===== src/rtl/can_id_filter.sv =====
module can_id_filter #(
  parameter int ADDR_W    = 5,
  parameter int MATCH_ADR = 4,
  parameter int DCARE_ADR = 5,
  parameter int ID_BITS   = 8
) (
  input  logic              clk,
  input  logic              rst_n,
  input  logic              cfg_mode,
  input  logic              cpu_wr,
  input  logic [ADDR_W-1:0] cpu_addr,
  input  logic [7:0]        cpu_wdata,
  output logic [7:0]        cpu_rdata,
  input  logic              rx_sof,
  input  logic              rx_eof,
  input  logic              rx_bit_vld,
  input  logic              rx_bit,
  input  logic              rx_store,
  input  logic              fifo_room,
  output logic              accept,
  output logic              fifo_wr
);
  localparam int CW = $clog2(ID_BITS + 1);

  logic [ID_BITS-1:0] match_q, dcare_q, shreg;
  logic [CW-1:0]      cnt;
  logic               acc_q;

  wire hit_match = cpu_addr == ADDR_W'(MATCH_ADR);
  wire hit_dcare = cpu_addr == ADDR_W'(DCARE_ADR);
  wire take_bit  = rx_bit_vld && !rx_sof && !rx_eof && (cnt < CW'(ID_BITS));
  wire last_bit  = take_bit && (cnt == CW'(ID_BITS - 1));
  wire [ID_BITS-1:0] full_id = {shreg[ID_BITS-2:0], rx_bit};
  wire verdict   = &(~(full_id ^ match_q) | dcare_q);

  always_ff @(posedge clk or negedge rst_n) begin
    if (!rst_n) begin
      match_q <= '0;
      dcare_q <= '1;
    end else if (cfg_mode && cpu_wr) begin
      if (hit_match) match_q <= cpu_wdata;
      if (hit_dcare) dcare_q <= cpu_wdata;
    end
  end

  always_ff @(posedge clk or negedge rst_n) begin
    if (!rst_n) begin
      shreg <= '0;
      cnt   <= '0;
      acc_q <= 1'b0;
    end else if (rx_sof || rx_eof) begin
      cnt   <= '0;
      acc_q <= 1'b0;
    end else if (take_bit) begin
      shreg <= full_id;
      cnt   <= cnt + 1'b1;
      if (last_bit) acc_q <= verdict;
    end
  end

  assign cpu_rdata = !cfg_mode ? 8'h00 :
                     hit_match ? match_q :
                     hit_dcare ? dcare_q : 8'h00;
  assign accept  = acc_q;
  assign fifo_wr = rx_store && acc_q && fifo_room;
endmodule


===== config.mk =====
export PLATFORM = sky130hd
export DESIGN_NAME = can_id_filter
export DESIGN_NICKNAME = d
export VERILOG_FILES = /design/src/rtl/can_id_filter.sv
export SDC_FILE = /design/constraint.sdc
export NUM_CORES = 1
export LEC_CHECK = 0
export BUFFER_PORTS_ARGS = -buffer_cell sky130_fd_sc_hd__clkbuf_2
export CORE_ASPECT_RATIO = 1.25
export CORE_MARGIN = 2
export CORE_UTILIZATION = 56
export DETAILED_ROUTE_END_ITERATION = 10
export GPL_ROUTABILITY_DRIVEN = 0
export PLACE_DENSITY = 0.82
export SLEW_MARGIN = 20
export SYNTH_ARGS = -nofsm -noshare
export SYNTH_HDL_FRONTEND = slang
export SYNTH_SLANG_ARGS = --single-unit
export TNS_END_PERCENT = 10

===== constraint.sdc =====
create_clock -name clk -period 2.95 [get_ports clk]
set_input_delay 0.1475 -clock clk [delete_from_list [all_inputs] [get_ports clk]]
set_output_delay 0.1475 -clock clk [all_outputs]
set_load 0.05 [all_outputs]

After elaboration in Yosys (flattened, before gate mapping)
Index checks and enable logic that the tools add are counted.
{ "word_totals": {"regBits": 28, "inputBits": 23, "output_inout_bits": 10, "wordCells": 39} }
{ "op_classes": {"addsub": 1, "magnitude_cmp": 1, "n_eq_ne": 3, "mux": 8, "bitwise_logic": 4, "reduce_logical": 17} }
{ "op_table": {"columns": ["cell", "n"], "rows": [
  ["8-bit 2-to-1 mux", 3],
  ["5-bit by 3-bit == test with 1-bit output (second input constant)", 2],
  ["4-bit 2-to-1 mux", 2],
  ["8-bit inverter", 1],
  ["8-bit OR", 1],
  ["2-bit AND reduction", 4],
  ["8-bit AND reduction", 1],
  ["8-bit XOR", 1],
  ["1-bit logical AND", 7],
  ["4-bit by 1-bit adder with 4-bit output (second input constant)", 1],
  ["4-bit by 3-bit == test with 1-bit output (second input constant)", 1],
  ["4-bit less-than comparator (second input constant)", 1],
  ["2-bit nonzero test", 2],
  ["1-bit 2-to-1 mux", 3],
  ["1-bit logical NOT", 2],
  ["1-bit logical OR", 1],
  ["1-bit inverter", 1]
]} }

Depth between registers and ports, before layout
{ "depth": {"ltp_word": 8, "mapped_depth": 5, "mapped_depth_nobuf": 4} }

Least setup slack after synthesis
OpenSTA, ideal clock, no wires.
{ "synth_timing": {"kind": "input port to output port", "from": "input port cpu_addr[3]", "to": "output port cpu_rdata[0]", "t_arrival_ns": 1.612, "setup_slack_ns": 1.191, "path_stages": 4, "path_buffers": 0, "cell_sequence": "nand2b_4 -> nor4b_4 -> a22oi_1 -> nor2b_1"} }
{ "synth_via": {"elab_chain_len": 4} }
{ "synth_rtl": {"columns": ["element", "line_no", "rtl"], "rows": [
  ["from (decl)", "11", "input logic [ADDR_W-1:0] cpu_addr,"],
  ["5-bit by 3-bit == test with 1-bit output", "30", "wire hit_dcare = cpu_addr == ADDR_W'(DCARE_ADR);"],
  ["8-bit 2-to-1 mux", "63", "hit_dcare ? dcare_q : 8'h00;"],
  ["8-bit 2-to-1 mux *", "62", "hit_match ? match_q :"],
  ["8-bit 2-to-1 mux *", "61", "assign cpu_rdata = !cfg_mode ? 8'h00 :"],
  ["to (decl)", "13", "output logic [7:0] cpu_rdata,"]
]} }
Mark *: on every way between the ends. The rest lies on a longest branch, timed or not.

Final worst setup path
{ "layout_timing": {"from": "input port cpu_addr[3]", "to": "output port cpu_rdata[3]"} }
The elaborated chain is that of the path after synthesis.

==> qor.yml <==
outcome: "completed"
syn_nets: 132
overflow: 0
die_area_mm2: 0.00292
setup_violations: 0
worst_pin_slew_ps: 673
arrival_ps: 1590
dieHeight_um: 59.9
final_nets: 167
post-route-period-util: 0.589
crit_required_ps: 2800
ys_warn_count: 0
cp_num_buf_inv: 2
ys_seq_area_frac: 0.508
clk_latency_ps: 320
routedWlPerCell_um: 15.3
core_area_mm2: 0.00240
dr.pass1.iters: 4
cap_violations: 0
slowest_delay_ps: 590
io_pins: 33
hold_class: "input port to flop"
synth_area_leader_cell: "dfrtp_1"
fin_tns_setup_ps: 0
synth_top_area_frac: 0.357
fp.dieW_um: 48.7
ys.flop_type: "dfrtp_1"
initial_core_util: 0.583
synth_cell_types: 27
power.density_mw_per_mm2: 591
cts_root_buffer: "clkbuf_4"
grt_usage: 0.205
crit_path_max_fanout: 9
slew_violations: 0
crit_top_cell: "clkbuf_2"
crit_path_start_kind: "input port"
antenna_found_initial: 0
crit_path_end_kind: "primary output"
synth_most_common_cell: "mux2_2"
power_mw: 0.974
nFillCells: 196
clk_path_buf_depth: 2
drt_drc_violations_left: 0
crit_path_top_delay_cell: "nor4b_4"
relSlewSlack: 0.551
antenna_left: 0
vias_per_cell: 5.59
path_cells: "clkbuf_2 > nand2b_4 > nor4b_4 > a22oi_1 > nor2b_1 > clkbuf_2"
drt_iter0_drc: 18
peakVddDrop_uv: 477
syn_area_mm2: 0.00140
path_clk_slew_ps: 140
area_delta_synth_final_pct: 17.8
yosys-top-cells-area: "dfrtp_1, mux2_2, dfstp_2, xnor2_1, a22oi_1"
grt_max_degree: 29
synth_cells: 108
routed_wl_mm: 2.68
synthArstFlopShare: 1.00
p_leak_nw: 0.735
dp.cells: 170
synth-edff-count: 0
worst-setup-path-type: "input port to primary output"
period_minus_slack_ps: 1740
hpwl_mm: 2.03
grt_pass1_wl_mm: 4.46
rows: 20
finalCoreUtilization: 0.686
cts.sinks: 28
multiInputGateArea_um2: 674
rsz0062_at_grt: "no"
ys_seq_elements: 28
critPathTopFamily: "simple AND/OR/NAND/NOR gates"
finClkSkew_ps: 3.15
max_freq_mhz: 575
via_count: 979
drive_gt1_frac: 0.514
portBuffers: 32
htreeDepth: 1
synth.avg_cell_area_um2: 13.0
cts_tree: "done"
ys_top_cells_by_count: "mux2_2, dfrtp_1, nor2b_1, xnor2_1"
regArea_um2: 711
post_layout_nonfiller_instances: 175
hold_slack_ps: 60.5
cts_buffers: 3
diodes: 0
finalHoldViolations: 0
grt_pass1_vias: 984
## placed cells by master (no fill, tap or decap), drive strengths merged, types with 2 or more instances in the layout
cell / instances
a22oi: 8
and3: 2
clkbuf: 35
dfrtp: 20
dfstp: 8
mux2: 23
nand2: 4
nand2b: 2
nand3: 2
nor2: 5
nor2b: 9
o22ai: 4
xnor2: 9
## per-layer routing
metal  part of all wire  track usage
met1               0.40        0.245
met2               0.53        0.376
met3              0.041       0.0225
met4              0.027       0.0939
met5                  0            0
## cells by family (layout without fill, tap and decap cells)
kind of cell | after synthesis | after routing | synth area share
XOR/XNOR | 10 | 10 | 0.0626
multiplexers | 24 | 24 | 0.192
adder cells (fa/ha/maj) | 1 | 1 | 0.00894
AND/OR/NAND/NOR | 28 | 28 | 0.147
AO/OA/AOI/OAI | 14 | 14 | 0.0706
buffers and inverters | 3 | 37 | 0.0107
flip-flops | 28 | 28 | 0.508
## what timing repair did
action / CTS / global route
hold buffers: 1 / 0
endpoints found under the hold margin: 20 / 0
buffers inserted: 0 / 0
gates resized for setup: 0 / 0
## state kept, by name, indices dropped and copies added, names as in the netlist
name and flops:
accept 1, shreg 7, dcare_q 8, cnt 4, match_q 8
## area by class of cell
class | instances | area share
Clock inverter | 1 | 0.0182
Multi-Input combinational cell | 77 | 0.409
Timing Repair Buffer | 33 | 0.103
Clock buffer | 3 | 0.0137
Tap cell | 33 | 0.0250
Sequential cell | 28 | 0.431
## where the power goes
| part | internal, mW | switching, mW |
|---|---|---|
| clock network | 0.137 | 0.107 |
| logic | 0.120 | 0.0747 |
| registers | 0.465 | 0.0713 |
| total | 0.722 | 0.253 |
## worst paths after layout
check | start | endpoint | slack, ps | cells past startpoint
max in group asynchronous | rst_n | match_q[3] | 2150 | 2
max reg2reg | match_q[1] | accept | 1460 | 4
max | cpu_addr[3] | cpu_rdata[3] | 1210 | 6
min | cpu_wdata[2] | match_q[2] | 60 | 2
min in group asynchronous | rst_n | cnt[2] | 370 | 2
min reg2reg | accept | accept | 550 | 2
## per-stage QoR
stage | worst slack [ps] | instance area (um2)
after floorplan | 1190 | 1400
after global placement | 1210 | 1590
after detailed placement | 1150 | 1590
after CTS | 1220 | 1650
after global routing | 1110 | 1650
final | 1210 | 1650
Note: power is estimated with default switching activity, not from simulation.
